<file path="src/rtl/imm_expand_pkg.sv">
package imm_expand_pkg;

    localparam int WORD_W  = 32;
    localparam int BYTE_W  = 8;
    localparam int FIELD_W = 12;
    localparam int ROT_W   = $clog2(WORD_W);

    typedef enum logic {
        ENC_FIXED   = 1'b0,
        ENC_COMPACT = 1'b1
    } enc_mode_e;

    typedef enum logic [1:0] {
        SEL_EXPAND = 2'd0,
        SEL_ZEXT12 = 2'd1,
        SEL_SCALE7 = 2'd2,
        SEL_SCALE8 = 2'd3
    } imm_sel_e;

    typedef struct packed {
        logic [WORD_W-1:0] value;
        logic              carry;
        logic              unpred;
    } imm_res_t;

    function automatic logic [WORD_W-1:0] rotr(input logic [WORD_W-1:0] v,
                                               input logic [ROT_W-1:0]  amt);
        logic [2*WORD_W-1:0] dbl;
        dbl = {v, v} >> amt;
        return dbl[WORD_W-1:0];
    endfunction

    // scattered field gather, bit 26 lands on the field MSB
    function automatic logic [FIELD_W-1:0] gather_field(input logic [WORD_W-1:0] iw);
        return {iw[26], iw[14:12], iw[7:0]};
    endfunction

endpackage

</file>
<file path="src/rtl/imm_fixed_expand.sv">
module imm_fixed_expand
    import imm_expand_pkg::*;
(
    input  logic [WORD_W-1:0] instr_word,
    input  logic              carry_in,
    output imm_res_t          res
);
    logic [ROT_W-1:0]  rot_amt;
    logic [WORD_W-1:0] base;

    always_comb begin
        rot_amt    = {instr_word[11:8], 1'b0};
        base       = {{(WORD_W-BYTE_W){1'b0}}, instr_word[BYTE_W-1:0]};
        res.value  = rotr(base, rot_amt);
        res.carry  = (rot_amt == '0) ? carry_in : res.value[WORD_W-1];
        res.unpred = 1'b0;
    end

    // a rotation keeps the number of set bits of the byte
    always_comb begin
        p_popcount_r1: assert ($countones(res.value) == $countones(instr_word[BYTE_W-1:0]))
            else $error("fixed rotate changed popcount");
    end
endmodule

</file>
<file path="src/rtl/imm_compact_expand.sv">
module imm_compact_expand
    import imm_expand_pkg::*;
(
    input  logic [WORD_W-1:0] instr_word,
    input  logic              carry_in,
    output imm_res_t          res
);
    logic [FIELD_W-1:0] fld;
    logic [BYTE_W-1:0]  bval;
    logic               is_rot;

    always_comb begin
        fld        = gather_field(instr_word);
        bval       = fld[BYTE_W-1:0];
        is_rot     = (fld[11:10] != 2'b00);
        res.unpred = 1'b0;
        res.carry  = carry_in;
        if (is_rot) begin
            // implied leading one, rotate by the top five field bits
            res.value = rotr({{(WORD_W-BYTE_W){1'b0}}, 1'b1, fld[6:0]}, fld[11:7]);
            res.carry = res.value[WORD_W-1];
        end else begin
            // byte replication patterns
            unique case (fld[9:8])
                2'd0:    res.value = {24'h0, bval};
                2'd1:    res.value = {8'h0, bval, 8'h0, bval};
                2'd2:    res.value = {bval, 8'h0, bval, 8'h0};
                default: res.value = {bval, bval, bval, bval};
            endcase
            res.unpred = (fld[9:8] != 2'd0) && (bval == '0);
        end
    end

    always_comb begin
        if (is_rot) begin
            p_implied_one_r5: assert ($countones(res.value) == $countones(fld[6:0]) + 1)
                else $error("rotated constant lost its implied bit");
        end else begin
            p_pattern_weight_r4: assert ($countones(res.value) ==
                                         $countones(bval) * ((fld[9:8] == 2'd0) ? 1 :
                                                             (fld[9:8] == 2'd3) ? 4 : 2))
                else $error("replication pattern weight wrong");
        end
    end
endmodule

</file>
<file path="src/rtl/imm_plain_select.sv">
module imm_plain_select
    import imm_expand_pkg::*;
(
    input  logic [WORD_W-1:0] instr_word,
    input  logic [1:0]        sel,
    input  logic              carry_in,
    input  logic              wide,
    input  imm_res_t          fixed_res,
    input  imm_res_t          compact_res,
    output imm_res_t          res
);
    always_comb begin
        res.carry  = carry_in;
        res.unpred = 1'b0;
        unique case (imm_sel_e'(sel))
            SEL_EXPAND: res = (enc_mode_e'(wide) == ENC_COMPACT) ? compact_res : fixed_res;
            SEL_ZEXT12: res.value = {{(WORD_W-FIELD_W){1'b0}}, gather_field(instr_word)};
            SEL_SCALE7: res.value = {{(WORD_W-9){1'b0}}, instr_word[6:0], 2'b00};
            default:    res.value = {{(WORD_W-10){1'b0}}, instr_word[7:0], 2'b00};
        endcase
    end

    // plain forms never touch the carry and never flag status
    always_comb begin
        if (sel != 2'd0) begin
            p_plain_flags_r7: assert (res.carry == carry_in && !res.unpred)
                else $error("plain immediate altered flags");
        end
    end
endmodule

</file>
<file path="src/rtl/imm_expander.sv">
module imm_expander
    import imm_expand_pkg::*;
#(
    parameter bit REG_OUT = 1'b1
)(
    input  logic              clk,
    input  logic              rst,
    input  logic              in_valid,
    input  logic [WORD_W-1:0] instr,
    input  logic              wide_mode,
    input  logic [1:0]        imm_sel,
    input  logic              carry_in,
    output logic [WORD_W-1:0] imm_out,
    output logic              carry_out,
    output logic              unpred,
    output logic              out_valid
);
    imm_res_t fixed_res, compact_res, sel_res, res_q;
    logic     vld_q;

    imm_fixed_expand u_fixed (
        .instr_word (instr),
        .carry_in   (carry_in),
        .res        (fixed_res)
    );

    imm_compact_expand u_compact (
        .instr_word (instr),
        .carry_in   (carry_in),
        .res        (compact_res)
    );

    imm_plain_select u_select (
        .instr_word  (instr),
        .sel         (imm_sel),
        .carry_in    (carry_in),
        .wide        (wide_mode),
        .fixed_res   (fixed_res),
        .compact_res (compact_res),
        .res         (sel_res)
    );

    generate
        if (REG_OUT) begin : g_reg
            always_ff @(posedge clk) begin
                if (rst) begin
                    res_q <= '0;
                    vld_q <= 1'b0;
                end else begin
                    vld_q <= in_valid;
                    if (in_valid) res_q <= sel_res;
                end
            end

            p_valid_next_r8: assert property (@(posedge clk) disable iff (rst)
                in_valid |=> out_valid);
            p_idle_hold_r8: assert property (@(posedge clk) disable iff (rst)
                !in_valid |=> (!out_valid && $stable(imm_out) && $stable(carry_out)));
            p_unpred_zero_r6: assert property (@(posedge clk) disable iff (rst)
                unpred |-> (imm_out == '0));
            p_plain_carry_r7: assert property (@(posedge clk) disable iff (rst)
                (in_valid && imm_sel != 2'd0) |=> (carry_out == $past(carry_in) && !unpred));
        end else begin : g_comb
            assign res_q = sel_res;
            assign vld_q = in_valid;
        end
    endgenerate

    assign imm_out   = res_q.value;
    assign carry_out = res_q.carry;
    assign unpred    = res_q.unpred;
    assign out_valid = vld_q;
endmodule

</file>
<file path="config.mk">
export PLATFORM = sky130hd
export DESIGN_NAME = imm_expander
export DESIGN_NICKNAME = d
export VERILOG_FILES = /design/src/rtl/imm_expand_pkg.sv /design/src/rtl/imm_fixed_expand.sv /design/src/rtl/imm_compact_expand.sv /design/src/rtl/imm_plain_select.sv /design/src/rtl/imm_expander.sv
export SDC_FILE = /design/constraint.sdc
export NUM_CORES = 1
export LEC_CHECK = 0
export ABC_AREA = 1
export CAP_MARGIN = 10
export CORE_ASPECT_RATIO = 1.25
export CORE_UTILIZATION = 30
export DETAILED_ROUTE_END_ITERATION = 16
export PLACE_DENSITY = 0.56
export SKIP_LAST_GASP = 1
export SYNTH_ARGS = -nofsm -noshare
export SYNTH_HDL_FRONTEND = slang
export SYNTH_SLANG_ARGS = --single-unit
export TNS_END_PERCENT = 30
</file>
<file path="constraint.sdc">
create_clock -name clk -period 1.9 [get_ports clk]
set_input_delay 0.285 -clock clk [delete_from_list [all_inputs] [get_ports clk]]
set_output_delay 0.285 -clock clk [all_outputs]
set_load 0.005 [all_outputs]
</file>
==> results of run 1 <==
## synth_stat cells
cell                              n
sky130_fd_sc_hd__nand3_1         84
sky130_fd_sc_hd__clkbuf_1         7
sky130_fd_sc_hd__nand2_2          1
sky130_fd_sc_hd__o21ai_2          3
sky130_fd_sc_hd__a21boi_2         1
sky130_fd_sc_hd__nor2_8           2
sky130_fd_sc_hd__inv_1           38
sky130_fd_sc_hd__nor4_1           1
sky130_fd_sc_hd__a21oi_1         66
sky130_fd_sc_hd__o21ai_1          3
sky130_fd_sc_hd__nand2_1        223
sky130_fd_sc_hd__nor3_1           1
sky130_fd_sc_hd__nand4_1          7
sky130_fd_sc_hd__buf_6            6
sky130_fd_sc_hd__buf_4            3
sky130_fd_sc_hd__nand3_2          1
sky130_fd_sc_hd__a221oi_1         5
sky130_fd_sc_hd__nor2_4           2
sky130_fd_sc_hd__o211ai_1         6
sky130_fd_sc_hd__nor2_2           1
sky130_fd_sc_hd__a21oi_2          2
sky130_fd_sc_hd__nor2_1          20
sky130_fd_sc_hd__dfxtp_1         35
sky130_fd_sc_hd__a31oi_1          2
sky130_fd_sc_hd__o21bai_1         2
sky130_fd_sc_hd__clkbuf_8         3
sky130_fd_sc_hd__inv_2            9
sky130_fd_sc_hd__buf_2           17
sky130_fd_sc_hd__o21ai_0         35
sky130_fd_sc_hd__dlygate4sd1_1    2
sky130_fd_sc_hd__inv_4            2
sky130_fd_sc_hd__nand2_4          1
## area by class of cell
type,instances,area share
clock inverter,3,0.00884
tap,132,0.0333
inverter,49,0.0386
multi-input combinational,469,0.441
timing repair buffer,172,0.312
sequential,35,0.141
clock buffer,5,0.0252
## kinds of logic after synthesis
kind of cell | Yosys count | synth area share
AND/OR/NAND/NOR | 344 | 0.446
flip-flops | 35 | 0.211
buffers and inverters | 87 | 0.135
AO/OA/AOI/OAI | 125 | 0.208
## per-layer routing
layer  vias up  global-route usage  part of all wire
met5         -                   0                 0
met4         0               0.159             0.064
met3        46              0.0374             0.053
met2       183               0.429              0.46
met1      2055               0.336              0.42
li1       2227                   -                 -
## critical path: cells and delay by family
family | cells | cell delay (ns)
compound gates | 2 | 0.32
buf+inv | 4 | 0.94
simple gates | 7 | 0.45
## layout by cell type (no fill, tap or decap), types with 4 or more instances in the layout
| cell type | n |
|---|---|
| sky130_fd_sc_hd__nand2_1 | 223 |
| sky130_fd_sc_hd__nor2_1 | 18 |
| sky130_fd_sc_hd__dfxtp_1 | 35 |
| sky130_fd_sc_hd__a21oi_1 | 65 |
| sky130_fd_sc_hd__inv_1 | 37 |
| sky130_fd_sc_hd__o21ai_1 | 4 |
| sky130_fd_sc_hd__nand4_1 | 7 |
| sky130_fd_sc_hd__buf_12 | 8 |
| sky130_fd_sc_hd__nand3_1 | 84 |
| sky130_fd_sc_hd__clkdlybuf4s50_1 | 54 |
| sky130_fd_sc_hd__a221oi_1 | 5 |
| sky130_fd_sc_hd__buf_4 | 106 |
| sky130_fd_sc_hd__inv_2 | 9 |
| sky130_fd_sc_hd__clkbuf_16 | 5 |
| sky130_fd_sc_hd__o211ai_1 | 6 |
| sky130_fd_sc_hd__o21ai_0 | 34 |
## state kept, by name (all words and copies together), names as in the netlist
name and flops:
out_valid 1, carry_out 1, imm_out 32, unpred 1
## through the flow
stage	TNS, ns	utilization	hold slack, ns
after floorplan	0	-	0.354
after global placement	-3.58	0.447	0.452
after detailed placement	-4.24	0.447	0.458
after CTS	0	0.462	0.467
after global routing	-0.0483	0.465	0.481
final	0	0.465	0.464
## worst paths after layout
path / startpoint / endpoint / slack [ns] / cells past startpoint
worst min register to register: imm_out[19] / imm_out[19] / 0.46 / 2
worst min-delay path: imm_out[19] / imm_out[19] / 0.46 / 2
worst max-delay path: instr[8] / imm_out[3] / 0.12 / 13
worst max register to register: imm_out[11] / imm_out[11] / 1.23 / 2
## repair_timing
item,CTS,global route
hold endpoints to repair,0,0
endpoints found under the setup margin,0,19
gates resized for setup,0,10
## report_power, final
group / switching [mW] / total [mW] / leakage (nW) / internal (mW)
clock network: 0.309 / 0.926 / 0.0838 / 0.618
registers: 0.0133 / 0.776 / 0.285 / 0.763
logic: 0.535 / 0.946 / 1.99 / 0.412
==> impl_metrics.ini, run 1 <==
[drt]
ant_nets = 0
route.vias.total = 4511
routed_wl_um = 14800
wl_per_cell_um = 17.1
vias_per_cell = 5.22
route.detailed.drc = 0
drt_iter0_markers = 295
drtPass1Iterations = 5

[cells_and_area]
post_layout_nonfiller_instances = 865
multi_input_comb_area_um2 = 2180
n_antenna_cell = 0
syn2layout_area_growth_pct = 49.0
finish.instance_area_um2 = 4960
fill_cells = 1176
num-nets-final = 771
fraction_of_final_layout_cells_sized_beyond_drive_strength_1 = 0.207
final-seq-area_um2 = 701

[sta]
setup_viol = 0
grt_setup_unrepaired = yes
maximum_clock_skew_at_final_layout_ns = 0
tightest_slew_ns = 0.409
report.final.hold_viol_count = 0
finalCriticalPeriod_ns = 1.78
timing.slew.headroom = 0.727
fin_ws_ns = 0.116
finalMaxSlewViolations = 0
timing_limited_maximum_frequency_mhz = 560
final.period_utilization = 0.939

[clock_network]
max-clock-path-buffers = 2
cts_tree = yes
clock_latency_of_the_later_clocked_register_in_the_worst_skew_pair_ns = 0.28
post-cts-setup-buffer-count = 0
cts.htree.levels = 2
cts_made_buffers = 5
root_buffer_master = sky130_fd_sc_hd__clkbuf_16
cts_num_sinks = 35
clk_pin_slew_worst_paths_ns = 0.06
ctsHoldBuffers = 0

[critical_path]
worst-setup-path-type = in -> reg
worstPathRequired_ns = 2.12
crit_slowest_cell = sky130_fd_sc_hd__clkdlybuf4s50_1
critical_path.cell_chain = clkdlybuf4s50_1 -> buf_6 -> nand2_1 -> nand3_1 -> nand2_1 -> inv_1 -> nand2_1 -> a21oi_2 -> buf_4 -> nand2_1 -> nand2_1 -> nand2_1 -> a21oi_2
cp_slowest_stage_delay_ns = 0.53
most_common_cell_type_on_the_critical_path = sky130_fd_sc_hd__nand2_1
timing.critical_path.to_type = flip-flop
start_kind = input pin
arrival_time_at_the_worst_endpoint_ns = 2.01
worst_path_fanout_max = 9

[synth]
postSynthNetCount = 630
synthesis.instances = 591
post-synth-top-area-fraction = 0.252
synth.top_cells.by_area = sky130_fd_sc_hd__nand2_1 (25%), sky130_fd_sc_hd__dfxtp_1 (21%), sky130_fd_sc_hd__nand3_1 (13%), sky130_fd_sc_hd__a21oi_1 (9.9%), sky130_fd_sc_hd__o21ai_0 (5.3%)
ys_seq_elements = 35
synth_sequential_area_ratio = 0.211
largest_area_contributor_in_the_synthesized_netlist = sky130_fd_sc_hd__nand2_1
yosys.cell_types.count = 32
netlist_area_um2 = 3330
ys_warn_count = 0
synth.avg_cell_area_um2 = 5.63

[placed_design]
place_area_um2 = 4760
dpl.cell_count = 857
gp_congestion = 0.998
placement.io_buffers = 57
place_hpwl_um = 12200
place_worst_setup_slack_ns = -0.251

[floorplan]
design.die.area_um2 = 11500
die_h_um = 120
die_x_um = 96.2
row_count = 42
fp.coreArea_um2 = 10700
design.portCount = 74
start_util = 0.312

[power_and_ir_drop]
p_leak_nw = 2.36
total_power_mw = 2.65
vdd_ir_drop_max_v = 0.000279
power_per_cell_area_nw_per_um2 = 534

[status]
run_status = complete, no violations

[grt]
globalRouteOverflowTotal = 0
grt_antenna_before_repair = 0
grt_max_degree = 36
grt_usage = 0.268
grt_first_pass_wirelength_um = 23100
grt_pass1_vias = 4313

[job]
maxCapViolations = 0

[worst_hold_path]
min_path_type = reg -> reg
Power figures use the tool's default switching activity.
==> inputs of run 2 (changes only) <==
--- a/config.mk
+++ b/config.mk
@@ -11,6 +11,7 @@
 export CORE_UTILIZATION = 30
 export DETAILED_ROUTE_END_ITERATION = 16
 export PLACE_DENSITY = 0.56
+export RECOVER_POWER = 50
 export SKIP_LAST_GASP = 1
 export SYNTH_ARGS = -nofsm -noshare
 export SYNTH_HDL_FRONTEND = slang
==> impl_metrics.ini, run 2 (same netlist as run 1, synthesis figures left out) <==
[status]
run_status = complete, no violations

[sta]
fin_ws_ns = 0.110
timing_limited_maximum_frequency_mhz = 559
timing.slew.headroom = 0.478
final.period_utilization = 0.942
report.final.hold_viol_count = 0
finalCriticalPeriod_ns = 1.79
grt_setup_unrepaired = yes
final.hold.worst_slack_ns = 0.460
tightest_slew_ns = 0.783
finalMaxSlewViolations = 0
setup_viol = 0
maximum_clock_skew_at_final_layout_ns = 0

[placed_design]
gp_congestion = 0.998
place_hpwl_um = 12200
dpl.cell_count = 857
place_worst_setup_slack_ns = -0.251
placement.io_buffers = 57
place_area_um2 = 4760

[floorplan]
start_util = 0.312
fp.coreArea_um2 = 10700
die_h_um = 120
design.portCount = 74
design.die.area_um2 = 11500
row_count = 42
die_x_um = 96.2

[grt]
grt_pass1_vias = 4313
grt_first_pass_wirelength_um = 23100
grt_max_degree = 36
globalRouteOverflowTotal = 0
grt_usage = 0.268
grt_antenna_before_repair = 0

[critical_path]
cp_slowest_stage_delay_ns = 0.53
timing.critical_path.to_type = flip-flop
most_common_cell_type_on_the_critical_path = sky130_fd_sc_hd__nand2_1
worst-setup-path-type = in -> reg
critical_path.cell_chain = clkdlybuf4s50_1 -> buf_6 -> nand2_1 -> nand3_1 -> nand2_1 -> inv_1 -> nand2_1 -> a21oi_2 -> buf_4 -> nand2_1 -> nand2_1 -> nand2_1 -> a21oi_2
worstPathRequired_ns = 2.12
crit_slowest_cell = sky130_fd_sc_hd__clkdlybuf4s50_1
startpoint = instr[8]
worst_path_fanout_max = 9
arrival_time_at_the_worst_endpoint_ns = 2.01
regToRegStartpoint = imm_out[11]
start_kind = input pin

[clock_network]
root_buffer_master = sky130_fd_sc_hd__clkbuf_16
clk_pin_slew_worst_paths_ns = 0.06
post-cts-setup-buffer-count = 0
ctsHoldBuffers = 0
max-clock-path-buffers = 2
cts_num_sinks = 35
cts.htree.levels = 2
clock_latency_of_the_later_clocked_register_in_the_worst_skew_pair_ns = 0.28
cts_made_buffers = 5
cts_tree = yes
post_cts_resize_count = 0

[drt]
route.top_layer_used = met4
routed_wl_um = 14800
wire_length_on_met1_um = 6370
vias_per_cell = 5.20
drt_iter0_markers = 297
dr_wl_met2_um = 6790
wl_per_cell_um = 17.1
drtPass1Iterations = 6
ant_nets = 0
wl_met3_um = 760
route.vias.total = 4495
route.detailed.drc = 0

[cells_and_area]
finalCoreUtilization = 0.464
largest_register_ffs = 32
num-nets-final = 771
syn2layout_area_growth_pct = 48.9
fraction_of_final_layout_cells_sized_beyond_drive_strength_1 = 0.206
layout_common_cells = sky130_fd_sc_hd__nand2_1 (223), sky130_fd_sc_hd__buf_4 (105), sky130_fd_sc_hd__nand3_1 (84), sky130_fd_sc_hd__a21oi_1 (65), sky130_fd_sc_hd__inv_1 (37)
post_layout_nonfiller_instances = 865
n_antenna_cell = 0
most_common_library_cell_in_the_layout_ignoring_fill_and_taps = sky130_fd_sc_hd__nand2_1
finish.instance_area_um2 = 4950

[job]
maxCapViolations = 0

[power_and_ir_drop]
vdd_ir_drop_max_v = 0.000277
p_leak_nw = 2.46
power_per_cell_area_nw_per_um2 = 533

[worst_hold_path]
min_path_type = reg -> reg
launch_point_of_the_worst_hold_path = imm_out[19]
run 2: changes by cell type in the layout (fill, tap and decap cells not counted), sizes merged:
| cell | delta |
|---|---|
| clkbuf | +1 |
| clkdlybuf4s50 | -32 |
| buf | -1 |
| dlygate4sd3 | +32 |
run 2: power by group:
group	internal, mW	leakage [nW]	switching, mW
combinational	0.402	2.09	0.535
sequential	0.763	0.285	0.0122
clock	0.618	0.0838	0.307
total	1.78	2.46	0.855
run 2: critical path, delay by kind of cell:
family	cells	cell delay, ns
buf+inv	4	0.94
simple gates	7	0.45
compound gates	2	0.32
run 2: routing by layer:
metal | up-vias | global-route usage
met4 | 0 | 0.159
met2 | 182 | 0.429
met5 | - | 0
met3 | 47 | 0.0374
li1 | 2232 | -
met1 | 2034 | 0.336
run 2: final timing paths:
kind | to | slack [ns] | cells past startpoint
min | imm_out[19] | 0.46 | 2
max | imm_out[3] | 0.11 | 13
min reg2reg | imm_out[19] | 0.46 | 2
max reg2reg | imm_out[11] | 1.24 | 2
run 2: layout make-up:
type,count,area (µm²)
Timing Repair Buffer,172,1540
Sequential cell,35,701
Tap cell,132,165
Inverter,49,191
Fill cell,1175,5720
Clock inverter,3,43.8
Clock buffer,5,125
Multi-Input combinational cell,469,2180
run 2: per-stage QoR:
step / power, mW / TNS (ns)
after floorplan: 1.25 / 0
after global placement: 1.72 / -3.58
after detailed placement: 1.72 / -4.24
after CTS: 2.66 / 0
after global routing: 2.78 / -0.0520
final: 2.64 / 0
==> inputs of run 3 (changes only) <==
--- a/config.mk
+++ b/config.mk
@@ -10,10 +10,10 @@
 export CORE_ASPECT_RATIO = 1.25
 export CORE_UTILIZATION = 30
 export DETAILED_ROUTE_END_ITERATION = 16
-export PLACE_DENSITY = 0.56
 export RECOVER_POWER = 50
 export SKIP_LAST_GASP = 1
 export SYNTH_ARGS = -nofsm -noshare
 export SYNTH_HDL_FRONTEND = slang
+export SYNTH_HIERARCHICAL = 1
 export SYNTH_SLANG_ARGS = --single-unit
 export TNS_END_PERCENT = 30
==> constraint.sdc (replaced) <==
create_clock -name clk -period 2.1 [get_ports clk]
set_input_delay 0.315 -clock clk [delete_from_list [all_inputs] [get_ports clk]]
set_output_delay 0.315 -clock clk [all_outputs]
set_load 0.005 [all_outputs]
==> impl_metrics.ini, run 3 <==
[critical_path]
reg2reg_to = imm_out[11]
timing.reg2reg.setup_slack_ns = 1.52
start_kind = input pin
worstPathRequired_ns = 2.32
worst-r2r-cell-count = 2
timing.critical_path.to_type = flip-flop
worst-setup-path-type = in -> reg
regToRegStartpoint = imm_out[11]
worst_path_fanout_max = 12
arrival_time_at_the_worst_endpoint_ns = 2.22
startpoint = instr[7]

[grt]
met3_usage = 0.0128
globalRouteOverflowTotal = 0
grt_max_degree = 36
gr-max-usage-layer = met2
grt.met2_usage = 0.327
grt_pass1_vias = 4392
met1_capacity_usage_during_global_routing = 0.250
grt_antenna_before_repair = 0
grt_usage = 0.196
grt_first_pass_wirelength_um = 22300

[clock_network]
cts_num_sinks = 35
cts_made_buffers = 5
max-clock-path-buffers = 2
cts_tree = yes
clock_latency_of_the_later_clocked_register_in_the_worst_skew_pair_ns = 0.27
root_buffer_master = sky130_fd_sc_hd__clkbuf_16
cts.htree.levels = 2
ctsHoldBuffers = 0
clk_pin_slew_worst_paths_ns = 0.06

[drt]
routed_wl_um = 13600
vias_per_cell = 4.69
drt_iter0_markers = 355
drtPass1Iterations = 5
wl_per_cell_um = 13.2
route.vias.total = 4820
route.detailed.drc = 0
ant_nets = 0

[placed_design]
dpl.cell_count = 1019
place_hpwl_um = 10700
gp_congestion = 0.880
placement.io_buffers = 57
place_area_um2 = 5220

[cells_and_area]
finish.instance_area_um2 = 5390
fraction_of_final_layout_cells_sized_beyond_drive_strength_1 = 0.182
layout_common_cells = sky130_fd_sc_hd__nand2_1 (273), sky130_fd_sc_hd__nor2_1 (102), sky130_fd_sc_hd__nand3_1 (95), sky130_fd_sc_hd__inv_1 (79), sky130_fd_sc_hd__buf_4 (72)
n_antenna_cell = 0
fill_cells = 1511
largest_register_ffs = 32
syn2layout_area_growth_pct = 31.4
num-nets-final = 894
post_layout_nonfiller_instances = 1027
most_common_library_cell_in_the_layout_ignoring_fill_and_taps = sky130_fd_sc_hd__nand2_1

[floorplan]
start_util = 0.309
fp.coreArea_um2 = 13300
design.portCount = 74
die_h_um = 133
design.die.area_um2 = 14200
row_count = 47
die_x_um = 107

[sta]
tightest_slew_ns = 0.519
timing.slew.headroom = 0.654
maximum_clock_skew_at_final_layout_ns = 0
finalCriticalPeriod_ns = 2.00
grt_setup_unrepaired = yes
report.final.hold_viol_count = 0
final.period_utilization = 0.954
setup_viol = 0
timing_limited_maximum_frequency_mhz = 499
finalMaxSlewViolations = 0

[worst_hold_path]
worst_hold_path.endpoint = imm_out[23]
min_path_type = reg -> reg
launch_point_of_the_worst_hold_path = imm_out[23]
min_path_cells = 2

[synth]
synth_most_common_cell = sky130_fd_sc_hd__nand2_1
largest_area_contributor_in_the_synthesized_netlist = sky130_fd_sc_hd__nand2_1
yosys.cell_types.count = 33
synth_edf_count = 0
synth.avg_cell_area_um2 = 5.43
synthArstFlopShare = 0
synth_flop_cell = sky130_fd_sc_hd__dfxtp_1
synthesis.instances = 756
ys_seq_elements = 35
post-synth-top-area-fraction = 0.250
synth_sequential_area_ratio = 0.171
postSynthNetCount = 795
netlist_area_um2 = 4100
ys_warn_count = 6
synth.top_cells.by_count = sky130_fd_sc_hd__nand2_1 (273), sky130_fd_sc_hd__nor2_1 (102), sky130_fd_sc_hd__nand3_1 (95), sky130_fd_sc_hd__inv_1 (79), sky130_fd_sc_hd__dfxtp_1 (35)
synth.top_cells.by_area = sky130_fd_sc_hd__nand2_1 (25%), sky130_fd_sc_hd__dfxtp_1 (17%), sky130_fd_sc_hd__nand3_1 (12%), sky130_fd_sc_hd__nor2_1 (9.3%), sky130_fd_sc_hd__inv_1 (7.2%)

[power_and_ir_drop]
vdd_ir_drop_max_v = 0.000442
total_power_mw = 2.48
p_leak_nw = 2.67
power_per_cell_area_nw_per_um2 = 459

[status]
run_status = complete, no violations

[job]
maxCapViolations = 0
run 3: cell count changes in the layout (fill, tap and decap cells not counted), moves of 4 or more:
cell / previous run / this run
sky130_fd_sc_hd__a221oi_1: 5 / 0
sky130_fd_sc_hd__clkdlybuf4s50_1: 22 / 26
sky130_fd_sc_hd__buf_4: 105 / 72
sky130_fd_sc_hd__inv_1: 37 / 79
sky130_fd_sc_hd__a21oi_2: 3 / 20
sky130_fd_sc_hd__nor2_1: 18 / 102
sky130_fd_sc_hd__nand2_1: 223 / 273
sky130_fd_sc_hd__nand3_2: 1 / 5
sky130_fd_sc_hd__o21ai_0: 34 / 21
sky130_fd_sc_hd__nand3_1: 84 / 95
sky130_fd_sc_hd__nand2_2: 1 / 17
sky130_fd_sc_hd__nand4_1: 7 / 17
sky130_fd_sc_hd__o211ai_1: 6 / 2
sky130_fd_sc_hd__a21oi_1: 65 / 9
run 3: how the worst max path moves through the flow:
stage | depth (start not counted) | to | slack (ns)
CTS | 13 | imm_out[28] | 0.11
finish | 16 | imm_out[5] | 0.1
global placement | 14 | imm_out[2] | -0.15
global route | 16 | imm_out[5] | -0.03
floorplan | 15 | imm_out[8] | 0.68
detailed placement | 13 | imm_out[28] | -0.17
run 3: cells by family after synthesis:
family          count (synthesis)  share of synthesized area
buf+inv                       136                      0.173
compound gates                 64                      0.104
simple gates                  520                      0.552
other cells                     1                   0.000914
flops                          35                      0.171
run 3: routing by layer:
| layer | up-vias | share of wire |
|---|---|---|
| met3 | 30 | 0.039 |
| li1 | 2541 | - |
| met5 | - | 0 |
| met4 | 0 | 0.049 |
| met2 | 148 | 0.47 |
| met1 | 2101 | 0.44 |
run 3: worst max-delay path, cell delays in order:
cell and delay (ns):
sky130_fd_sc_hd__clkdlybuf4s50_1 0.59, sky130_fd_sc_hd__buf_12 0.18, sky130_fd_sc_hd__nand2_1 0.08, sky130_fd_sc_hd__o21ai_0 0.12, sky130_fd_sc_hd__nand2_1 0.10, sky130_fd_sc_hd__nor2_1 0.13
sky130_fd_sc_hd__nand2_1 0.06, sky130_fd_sc_hd__nand2_1 0.12, sky130_fd_sc_hd__inv_1 0.06, sky130_fd_sc_hd__nand2_1 0.08, sky130_fd_sc_hd__nand3_1 0.07, sky130_fd_sc_hd__nand3_1 0.10
sky130_fd_sc_hd__inv_1 0.05, sky130_fd_sc_hd__nand2_1 0.05, sky130_fd_sc_hd__nand2_1 0.04, sky130_fd_sc_hd__nor2_1 0.08
run 3: area by class of cell:
cell class | instances | area (µm²) | area share
multi-input combinational | 585 | 2690 | 0.499
sequential | 35 | 701 | 0.130
timing repair buffer | 136 | 1250 | 0.232
inverter | 92 | 363 | 0.0673
clock buffer | 6 | 139 | 0.0258
clock inverter | 2 | 35.0 | 0.00650
tap | 171 | 214 | 0.0397
run 3: power by group:
| part | total [mW] | switching [mW] | internal [mW] |
|---|---|---|---|
| Sequential | 0.724 | 0.0189 | 0.705 |
| Combinational | 0.893 | 0.522 | 0.371 |
| Clock | 0.858 | 0.269 | 0.589 |
| Total | 2.48 | 0.810 | 1.67 |
run 3: stage by stage:
step	utilization	hold slack (ns)	TNS (ns)	setup WS (ns)
2_1_floorplan	-	0.386	0	0.675
3_3_place_gp	0.392	0.457	-2.36	-0.154
3_5_place_dp	0.392	0.464	-2.69	-0.175
4_1_cts	0.406	0.470	0	0.108
5_1_grt	0.406	0.484	-0.159	-0.0298
6_report	0.406	0.466	0	0.0957
run 3: timing repair:
| action | CTS | global route |
|---|---|---|
| buffers inserted | 0 | 0 |
| gates resized for setup | 0 | 2 |
| setup endpoints to repair | 0 | 11 |
